File: config.mk
export PLATFORM = sky130hd
export DESIGN_NAME = sram_flow_top
export DESIGN_NICKNAME = d
export VERILOG_FILES = /design/src/rtl/sram_flow_pkg.sv /design/src/rtl/sram_flow_ctrl.sv /design/src/rtl/sram_flow_datapath.sv /design/src/rtl/sram_flow_top.sv
export SDC_FILE = /design/constraint.sdc
export NUM_CORES = 1
export LEC_CHECK = 0
export ABC_AREA = 1
export CORE_ASPECT_RATIO = 0.6
export CORE_MARGIN = 2
export CORE_UTILIZATION = 40
export CTS_BUF_LIST = sky130_fd_sc_hd__clkbuf_8 sky130_fd_sc_hd__clkbuf_16
export DETAILED_ROUTE_END_ITERATION = 10
export SLEW_MARGIN = 30
export SYNTH_ARGS = -nofsm -noshare
export SYNTH_HDL_FRONTEND = slang
export SYNTH_SLANG_ARGS = --single-unit
export TNS_END_PERCENT = 30
File: constraint.sdc
create_clock -name clk -period 3 [get_ports clk]
set_input_delay 0.3 -clock clk [delete_from_list [all_inputs] [get_ports clk]]
set_output_delay 0.3 -clock clk [all_outputs]
set_load 0.005 [all_outputs]
File: src/rtl/sram_flow_pkg.sv
package sram_flow_pkg;
  localparam int BURST_W = 2;

  // strobes from control to datapath for the current (registered) cycle
  typedef struct packed {
    logic active;
    logic doWrite;
    logic doRead;
  } strobeT;
endpackage

File: src/rtl/sram_flow_ctrl.sv
module sram_flow_ctrl
  import sram_flow_pkg::*;
#(
  parameter int AW = 4,
  parameter int NB = 4
) (
  input  logic          clk,
  input  logic          rstN,
  input  logic          loadN,
  input  logic          advN,
  input  logic          ce1N,
  input  logic          ce2,
  input  logic          ce3N,
  input  logic [AW-1:0] addr,
  input  logic          burstXor,
  input  logic          gwN,
  input  logic          bweN,
  input  logic [NB-1:0] bwN,
  output strobeT        strobes,
  output logic [AW-1:0] wordAddr,
  output logic [NB-1:0] wrMask
);
  localparam int HI_W = AW - BURST_W;

  logic               actReg;
  logic [AW-1:0]      baseReg;
  logic [BURST_W-1:0] cntReg;
  logic               xorReg;
  logic [NB-1:0]      maskReg;
  logic [NB-1:0]      maskIn;
  logic               selIn;
  logic [BURST_W-1:0] lowBits;

  assign selIn = ~ce1N & ce2 & ~ce3N;

  always_comb begin
    if (!gwN)       maskIn = '1;
    else if (!bweN) maskIn = ~bwN;
    else            maskIn = '0;
  end

  always_ff @(posedge clk) begin
    if (!rstN) begin
      actReg  <= 1'b0;
      baseReg <= '0;
      cntReg  <= '0;
      xorReg  <= 1'b0;
      maskReg <= '0;
    end else begin
      if (!loadN) begin
        actReg  <= selIn;
        baseReg <= addr;
        cntReg  <= '0;
        xorReg  <= burstXor;
      end else if (!advN) begin
        cntReg <= cntReg + 1'b1;
      end
      maskReg <= maskIn;
    end
  end

  always_comb begin
    if (xorReg) lowBits = baseReg[BURST_W-1:0] ^ cntReg;
    else        lowBits = baseReg[BURST_W-1:0] + cntReg;
  end

  assign wordAddr        = {baseReg[AW-1:BURST_W], lowBits};
  assign wrMask          = maskReg;
  assign strobes.active  = actReg;
  assign strobes.doWrite = actReg & (|maskReg);
  assign strobes.doRead  = actReg & ~(|maskReg);

  logic unusedHi;
  assign unusedHi = ^{HI_W[0]};

  AST_DESELECT_NEXT: assert property (@(posedge clk) disable iff (!rstN)
    (!loadN && !selIn) |=> !strobes.active);
  AST_HOLD_ADDR: assert property (@(posedge clk) disable iff (!rstN)
    (loadN && advN) |=> $stable(wordAddr));
  AST_GW_ALL_LANES: assert property (@(posedge clk) disable iff (!rstN)
    !gwN |=> (wrMask == {NB{1'b1}}));
  AST_SEQ_STEP: assert property (@(posedge clk) disable iff (!rstN)
    (loadN && !advN && !xorReg) |=>
      (wordAddr[BURST_W-1:0] == $past(wordAddr[BURST_W-1:0]) + 2'd1));
endmodule

File: src/rtl/sram_flow_datapath.sv
module sram_flow_datapath
  import sram_flow_pkg::*;
#(
  parameter int AW = 4,
  parameter int NB = 4,
  parameter int BW = 8
) (
  input  logic             clk,
  input  logic             rstN,
  input  strobeT           strobes,
  input  logic [AW-1:0]    wordAddr,
  input  logic [NB-1:0]    wrMask,
  input  logic [NB*BW-1:0] wrData,
  input  logic             oeN,
  output logic [NB*BW-1:0] rdData,
  output logic             rdDrive
);
  localparam int DEPTH = 1 << AW;
  localparam int DW    = NB * BW;

  logic [DW-1:0] dataReg;
  logic [DW-1:0] mem [DEPTH];

  always_ff @(posedge clk) begin
    if (!rstN) dataReg <= '0;
    else       dataReg <= wrData;
  end

  always_ff @(posedge clk) begin
    if (strobes.doWrite) begin
      for (int b = 0; b < NB; b++) begin
        if (wrMask[b]) mem[wordAddr][b*BW +: BW] <= dataReg[b*BW +: BW];
      end
    end
  end

  assign rdDrive = strobes.doRead & ~oeN;
  assign rdData  = rdDrive ? mem[wordAddr] : '0;

  AST_NO_DRIVE_ON_WRITE: assert property (@(posedge clk) disable iff (!rstN)
    strobes.doWrite |-> !rdDrive);
  AST_FULL_WRITE_LANDS: assert property (@(posedge clk) disable iff (!rstN)
    (strobes.doWrite && wrMask == {NB{1'b1}}) |=>
      (mem[$past(wordAddr)] == $past(dataReg)));
endmodule

File: src/rtl/sram_flow_top.sv
module sram_flow_top
  import sram_flow_pkg::*;
#(
  parameter int AW = 4,
  parameter int NB = 4
) (
  input  logic            clk,
  input  logic            rstN,
  input  logic            loadN,
  input  logic            advN,
  input  logic            ce1N,
  input  logic            ce2,
  input  logic            ce3N,
  input  logic [AW-1:0]   addr,
  input  logic            burstXor,
  input  logic            gwN,
  input  logic            bweN,
  input  logic [NB-1:0]   bwN,
  input  logic [NB*8-1:0] wrData,
  input  logic            oeN,
  output logic [NB*8-1:0] rdData,
  output logic            rdDrive
);
  strobeT        strobes;
  logic [AW-1:0] wordAddr;
  logic [NB-1:0] wrMask;

  sram_flow_ctrl #(.AW(AW), .NB(NB)) uCtrl (
    .clk(clk), .rstN(rstN), .loadN(loadN), .advN(advN),
    .ce1N(ce1N), .ce2(ce2), .ce3N(ce3N), .addr(addr),
    .burstXor(burstXor), .gwN(gwN), .bweN(bweN), .bwN(bwN),
    .strobes(strobes), .wordAddr(wordAddr), .wrMask(wrMask)
  );

  sram_flow_datapath #(.AW(AW), .NB(NB), .BW(8)) uData (
    .clk(clk), .rstN(rstN), .strobes(strobes), .wordAddr(wordAddr),
    .wrMask(wrMask), .wrData(wrData), .oeN(oeN),
    .rdData(rdData), .rdDrive(rdDrive)
  );
endmodule

# Word-level counts from Yosys, hierarchy flattened
# Memories as Yosys holds them, arrays and structs flattened.
# Cells that the tools add are included.
classes:
  addsub: 2
  muxes: 16
  n_bitwise: 11
  reduce_logical: 2
op_table:
  columns: ["cell", "count"]
  rows:
  - ["$mux W32", 1]
  - ["$mux W1", 12]
  - ["$mux W4", 2]
  - ["$and A1 B1 Y1", 5]
  - ["$not A1 Y1", 4]
  - ["$not A4 Y4", 1]
  - ["$reduce_or A4 Y1", 1]
  - ["$add A2 B1 Y2 const B", 1]
  - ["$add A2 B2 Y2", 1]
  - ["$mux W2", 1]
  - ["$reduce_and A2 Y1", 1]
  - ["$xor A2 B2 Y2", 1]
word_totals:
  ff_bits: 44
  mem_bits_rw: 512
  in_bits: 51
  out_inout_bits: 33
  elab_cells: 38
  n_memories: 1
memory_table:
  columns: ["memory", "depth", "word_bits", "rd", "rd_clocked_by_memory_dff", "write_ports", "line", "rtl"]
  rows:
  - ["uData.mem", 16, 32, 1, 0, 1, "sram_flow_datapath.sv:22", "logic [DW-1:0] mem [DEPTH];"]

# Longest topological paths before layout
# Gate-level depths: netlist of run 1.
depth:
  depth_word: 5
  ltp_mapped: 12
  depth_no_buf: 10

# Hierarchy
# Synthesis of run 1 repeated with hierarchy kept, for this count alone.
hier_totals:
  cells_unflattened: 2306
  area_unflattened_um2: 23137.2
by_module_without_submodules:
  columns: ["mod", "n_inst", "cells_each", "area_per_inst_um2", "seq_area_each_um2"]
  rows:
  - ["sram_flow_datapath", 1, 2225, 22591.7, 16015.4]
  - ["sram_flow_ctrl", 1, 81, 545.5, 240.2]

# Worst setup path before layout of run 1
# Ideal clock, no wire load.
synth_timing:
  path_kind: "register to register"
  startpoint: "register uCtrl.cntReg[0]"
  endpoint: "memory uData.mem[12][0] (netlist name) (enable)"
  setup_ns: 0.370
  t_arrival_ns: 1.789
  t_required_ns: 2.630
  setup_slack_ns: 0.841
  stages_incl_launch_ff: 9
  path_buffers: 4
  period_less_slack_ns: 2.159
  cell_sequence: "dfxtp_1 > ha_1 > buf_6 > buf_6 > buf_6 > buf_4 > nor2_2 > nand2_1 > nor2_1"
synth_via:
  elab_chain_len: 2
  elab_cells_between_ends: 3
  cone_classes: "add/sub (1); mux (1); bitwise (1)"
synth_lines:
  columns: ["element", "line", "rtl"]
  rows:
  - ["start, declared", "sram_flow_ctrl.sv:27", "logic [BURST_W-1:0] cntReg;"]
  - ["start signal, assigned", "sram_flow_ctrl.sv:56", "cntReg <= cntReg + 1'b1;"]
  - ["$add A2 B2 Y2 or $xor A2 B2 Y2 (tied branches)", "sram_flow_ctrl.sv:64, sram_flow_ctrl.sv:63", null]
  - ["$mux W2 (*)", "sram_flow_ctrl.sv:63", "if (xorReg) lowBits = baseReg[BURST_W-1:0] ^ cntReg;"]
  - ["end, declared", "sram_flow_datapath.sv:22", null]
# Every way passes the cells marked *; elsewhere a longest branch is shown, timed or not.

# Worst setup path after layout of run 1
layout_timing:
  startpoint: "register uCtrl.baseReg[0]"
  endpoint: "output port rdData[17]"
layout_via:
  elab_chain_len: 4
  elab_cells_between_ends: 5
  cone_classes: "add/sub (1); mux (2); bitwise (1); memory (1)"
layout_lines:
  columns: ["element", "line", "rtl"]
  rows:
  - ["start, declared", "sram_flow_ctrl.sv:26", "logic [AW-1:0] baseReg;"]
  - ["start signal, assigned", "sram_flow_ctrl.sv:52", "baseReg <= addr;"]
  - ["$add A2 B2 Y2 or $xor A2 B2 Y2 (tied branches)", "sram_flow_ctrl.sv:64, sram_flow_ctrl.sv:63", null]
  - ["$mux W2 (*)", "sram_flow_ctrl.sv:63", null]
  - ["$mem_v2 Z16 W32 (*)", null, null]
  - ["$mux W32 (*)", "sram_flow_datapath.sv:38", "assign rdData = rdDrive ? mem[wordAddr] : '0;"]
  - ["end, declared", "sram_flow_top.sv:21", "output logic [NB*8-1:0] rdData,"]
# Marks and branches as above.

==> run metrics, run 1 <==
status=finished, violations left; failing checks=negative setup slack; CP max stage delay=530 ps; Via density=5.11; largest net degree at the start of global routing=78; CTS tree=yes; CP dominant cell by count=nand2_1; Final Max Tran Viols=0; CP Max Fanout=11; Syn Nets=2132; Post-Layout Cell Count=3014; count leader, synth=edfxtp_1; pre-CTS setup slack=255 ps; EDFF count, synth=512; Ys Warns=0; Distinct cells, synth=31; clock sinks=556; Final min period=3150 ps; Routed WL per cell=20.1 µm; share of synthesized flip-flops with an asynchronous set or reset=0; total grt overflow=0; critical path, cell by cell=ha_4 > buf_12 > buf_12 > clkinv_16 > buf_4 > nor2_1 > o21ai_1 > nand2_1 > nand2_1 > nand2_1 > nor2_2 > clkdlybuf4s50_1; H-tree Lvls=2; worst-path cell with the longest stage delay=clkdlybuf4s50_1; Clock Skews=22.0 ps; routed wire length=60400 µm; Placement Rows=68; total die area=60000 µm²; drt first pass iters=6; Die Span X=315 µm; Boundary Pins=84; Worst slew margin=0.306; PnR worst setup slack=-146 ps; Antenna diodes=0; initial antenna violation count=0; drc violations=0; WS Path Type=flop to output port; Area after DPL=25100 µm²; cells after synthesis=2080; CTS max path bufs=3; Slew @ Worst Pin=1040 ps; Post-Syn Area=23200 µm²; Critical Path End Type=output port; remaining antenna violation count=0; Max-Cap Viols=0; Worst setup SP type=flop; GR Util All Layers=0.198; Final Hold Fails=0; RSZ-0062 raised after global routing=true; clock root buffer=clkbuf_16; dpl cells=2891; vias in the first global route=14.8k; cell area power density=599 nW/µm²; CTS Buf Count=50; largest cells by area after synthesis=edfxtp_1 66%, nand2_1 7.7%, nor2_1 4.0%; Initial DRC Count=1546; core box area=57400 µm²; Fill cells=5180; Reg clk slew, reported paths=60 ps; max frequency=318 MHz; GPL Wtd Cong=0.800; CP required=2700 ps; Final Cycle Share=1.05; Leak Pwr=10.5 nW; final net count=2254; via count=15.4k; Final Cell Area=27500 µm²; main flop type after synthesis=edfxtp_1; Clk Latency, worst-skew pair=590 ps; layout cells sized above 1=0.123; Synth top cells by count=512 x edfxtp_1, 476 x nand2_1, 245 x nor2_1, 162 x nand3_1, 162 x o21ai_0; layout overhead on the synthesized area=18.5%; post-synthesis register bit count=556; starting density of the core=0.404; Synth top area share=0.663; Setup TNS=-1100 ps; first-pass GRT wire length=89500 µm; # port buffers=83; HP Class=input port to flop; Final setup viols=11; largest area contributor in the netlist=edfxtp_1; worst vdd rail ir drop=431 µV; Hold Buf Count CTS=0; Post-DP HPWL=33900 µm; Avg Inst Size Synth=11.2 µm²; Arr. time, crit path=2850 ps; Die Height=191 µm; register area share after synthesis=0.701
[cell type report]
cell class	count	area (µm²)	share of cell area
inverters	114	454	0.0165
repair inverters	2	22.5	0.000820
multi-input cells	1287	5940	0.216
repair buffers	191	2190	0.0796
clock inverters	34	224	0.00815
clock buffers	60	1420	0.0518
flip-flops and latches	556	16300	0.592
well taps	770	963	0.0351
[per-layer routing]
layer  GRT usage  routed length [µm]  part of all wire  vias to the layer above
li1            -                   -                 -                     7289
met1       0.300               28600              0.47                     7464
met2       0.292               25900              0.43                      544
met3      0.0390                4700             0.078                       93
met4      0.0480                1220             0.020                        0
met5           0                   0                 0                        -
[where the power goes]
| group | total, mW | switching (mW) | internal, mW |
|---|---|---|---|
| Clock | 6.44 | 2.83 | 3.61 |
| Combinational | 1.42 | 0.846 | 0.576 |
| Sequential | 8.60 | 0.113 | 8.49 |
| Total | 16.5 | 3.79 | 12.7 |
[kinds of logic after synthesis]
logic type,count (synthesis),share of synthesized area
AO/OA/AOI/OAI,264,0.0572
adder cells (fa/ha/maj),1,0.000539
buffers and inverters,237,0.0514
flip-flops,556,0.701
AND/OR/NAND/NOR,1022,0.190
[through the flow]
step	utilization	hold WS, ps	power [mW]
floorplan	-	398	9.55
CTS	0.474	210	16.5
finish	0.478	216	16.5
global route	0.478	221	17.1
detailed placement	0.437	508	9.93
global placement	0.437	497	9.92
[flip-flops by register name, summed over array words and instances, names as in the netlist]
name	count
uData.dataReg	32
uCtrl.cntReg	2
uCtrl.xorReg	1
uData.mem	512
uCtrl.wrMask	4
uCtrl.baseReg	4
uCtrl.actReg	1
[cell usage in the layout (no fill, tap or decap), types with 42 or more instances in the layout]
master,count
o21ai_0,120
nor2_1,212
clkdlybuf4s50_1,60
or2_1,70
o21ai_1,126
clkbuf_16,57
dfxtp_1,42
nand3_1,161
edfxtp_1,512
buf_4,70
inv_1,123
nand2_1,476
[worst paths after layout]
| check | start | end | slack (ps) | depth (start not counted) |
|---|---|---|---|---|
| hold / removal | rstN | uData.dataReg[15]$_SDFF_PN0_ | 220 | 3 |
| setup / recovery | uCtrl.baseReg[0]$_SDFFE_PN0N_ | rdData[17] | -150 | 12 |
| setup reg to reg | uCtrl.cntReg[0]$_SDFFE_PN0N_ | uData.mem[14][27]$_DFFE_PP_ | 290 | 8 |
| hold reg to reg | uCtrl.baseReg[0]$_SDFFE_PN0N_ | uCtrl.baseReg[0]$_SDFFE_PN0N_ | 510 | 2 |
[critical path: cells and delay by family, from the launching register on]
family          cells  cell delay [ps]
buf+inv             5             1130
flops               1              340
simple gates        5              430
compound gates      1              110
fa+ha+maj           1              270
[repair_timing]
action | CTS | global route
cloned | 8 | 6
pin swaps | 5 | 8
gates resized for setup | 57 | 80
setup buffers | 9 | 7
endpoints found under the setup margin | 32 | 30
Power figures use the tool's default switching activity.
==> run 2, diff against run 1 <==
Settings changed: ABC_CLOCK_PERIOD_IN_PS from default to 3000.
==> results of run 2 <==
Final layout, timing and power as in run 1 (identical DEF).
==> run 3, diff against run 2 <==
Settings changed: CAP_MARGIN from default to 20, MAX_ROUTING_LAYER from default to met4, REMOVE_ABC_BUFFERS from default to 1.
==> run metrics, run 3 (same netlist as run 1, synthesis figures left out) <==
largest net degree at the start of global routing=96; CTS max path bufs=3; remaining antenna violation count=0; Die Span X=315 µm; Routed WL per cell=21.2 µm; DR WL met2=27100 µm; worst vdd rail ir drop=363 µV; Final Max Tran Viols=0; Initial DRC Count=1835; Area after DPL=25100 µm²; Max-Cap Viols=0; layout overhead on the synthesized area=19.1%; Hold Buf Count CTS=0; Final Cell Area=27600 µm²; via count=15.6k; Slew @ Worst Pin=978 ps; clock root buffer=clkbuf_16; layout cells sized above 1=0.126; WS Path Type=flop to output port; core box area=57400 µm²; Worst slew margin=0.346; total grt overflow=0; top sig layer=met4; most frequent cells in the layout=512 x edfxtp_1, 471 x nand2_1, 210 x nor2_1; Setup TNS=-948 ps; most common cell after layout, fill and taps aside=edfxtp_1; Die Height=191 µm; Fill cells=5132; Clk Latency, worst-skew pair=600 ps; starting density of the core=0.404; Post-Layout Cell Count=3007; CTS tree=yes; Final setup viols=9; Final Cycle Share=1.07; WHS Path Cells=3; Worst setup SP type=flop; clock sinks=556; total power=16.6 mW; initial antenna violation count=0; status=finished, violations left; drc violations=0; GPL Wtd Cong=0.813; most flop-heavy register=uData.mem; total die area=60000 µm²; PnR worst setup slack=-198 ps; first-pass GRT wire length=94100 µm; HP Class=input port to flop; RSZ-0062 raised after global routing=true; CP Max Fanout=95; routed wire length=63600 µm; Post-DP HPWL=36100 µm; R2R cell count=10; H-tree Lvls=2; max frequency=313 MHz; vias in the first global route=14.5k; final net count=2252; Via density=5.20; Leak Pwr=10.6 nW; met3 wire length=5600 µm; Antenna diodes=0; Placement Rows=68; CTS Buf Count=50; cell area power density=602 nW/µm²; max reg flops=512; Arr. time, crit path=2900 ps; drt first pass iters=5; Clock Skews=28.2 ps; wire length on met1=29800 µm; Reg clk slew, reported paths=70 ps; biggest regs=uData.mem x512, uData.dataReg x32; failing checks=negative setup slack; Final min period=3200 ps; Final Hold Fails=0; Critical Path End Type=output port; dpl cells=2882; # port buffers=83; CP required=2700 ps; GR Util All Layers=0.216; Boundary Pins=84
==> run 3: critical path: stages, from the launching register on <==
cell,delay [ps]
dfxtp_1,450
nand2_1,140
nand3_4,150
buf_12,400
nand3_1,200
nand2_1,110
nand2_1,90
nand3_1,150
nor2_2,50
clkdlybuf4s50_1,440
==> run 3: through the flow <==
step	util	hold WS, ps	setup slack [ps]
after global routing	0.481	236	-281
final	0.481	228	-198
after detailed placement	0.436	518	208
after CTS	0.478	208	-208
after floorplan	-	393	-4360
after global placement	0.436	488	221
==> run 3: cell type report <==
cell class,count,area [µm²],share of cell area
Timing Repair Buffer,189,2350,0.0851
Inverter,114,444,0.0161
Timing Repair inverter,2,20.0,0.000725
Sequential cell,556,16300,0.588
Tap cell,770,963,0.0349
Clock buffer,56,1360,0.0491
Clock inverter,33,277,0.0100
Multi-Input combinational cell,1287,5960,0.216
==> run 3: what timing repair did <==
action,in CTS,in global routing
hold endpoints to repair,0,0
gates cloned,16,2
setup buffers,13,6
pin swaps,8,18
setup endpoints to repair,32,32
resized for setup,93,52
==> run 3: final timing paths <==
| path | startpoint | endpoint | slack (ps) |
|---|---|---|---|
| worst max-delay path | uCtrl.cntReg[1]$_SDFFE_PN0N_ | rdData[16] | -200 |
| worst min-delay path | wrData[23] | uData.dataReg[23]$_SDFF_PN0_ | 230 |
| worst max register to register | uCtrl.cntReg[0]$_SDFFE_PN0N_ | uData.mem[7][11]$_DFFE_PP_ | 110 |
| worst min register to register | uCtrl.baseReg[0]$_SDFFE_PN0N_ | uCtrl.baseReg[0]$_SDFFE_PN0N_ | 530 |
==> run 3: per-layer routing <==
metal / vias to the layer above / GRT usage
met1: 7579 / 0.326
met2: 673 / 0.304
met5: - / -
met3: 89 / 0.0394
li1: 7288 / -
met4: 0 / 0.0458
==> run 3: report_power, final <==
part,leakage (nW),switching (mW),internal [mW]
clock network,0.854,2.83,3.65
logic,4.67,0.892,0.641
registers,5.06,0.130,8.49
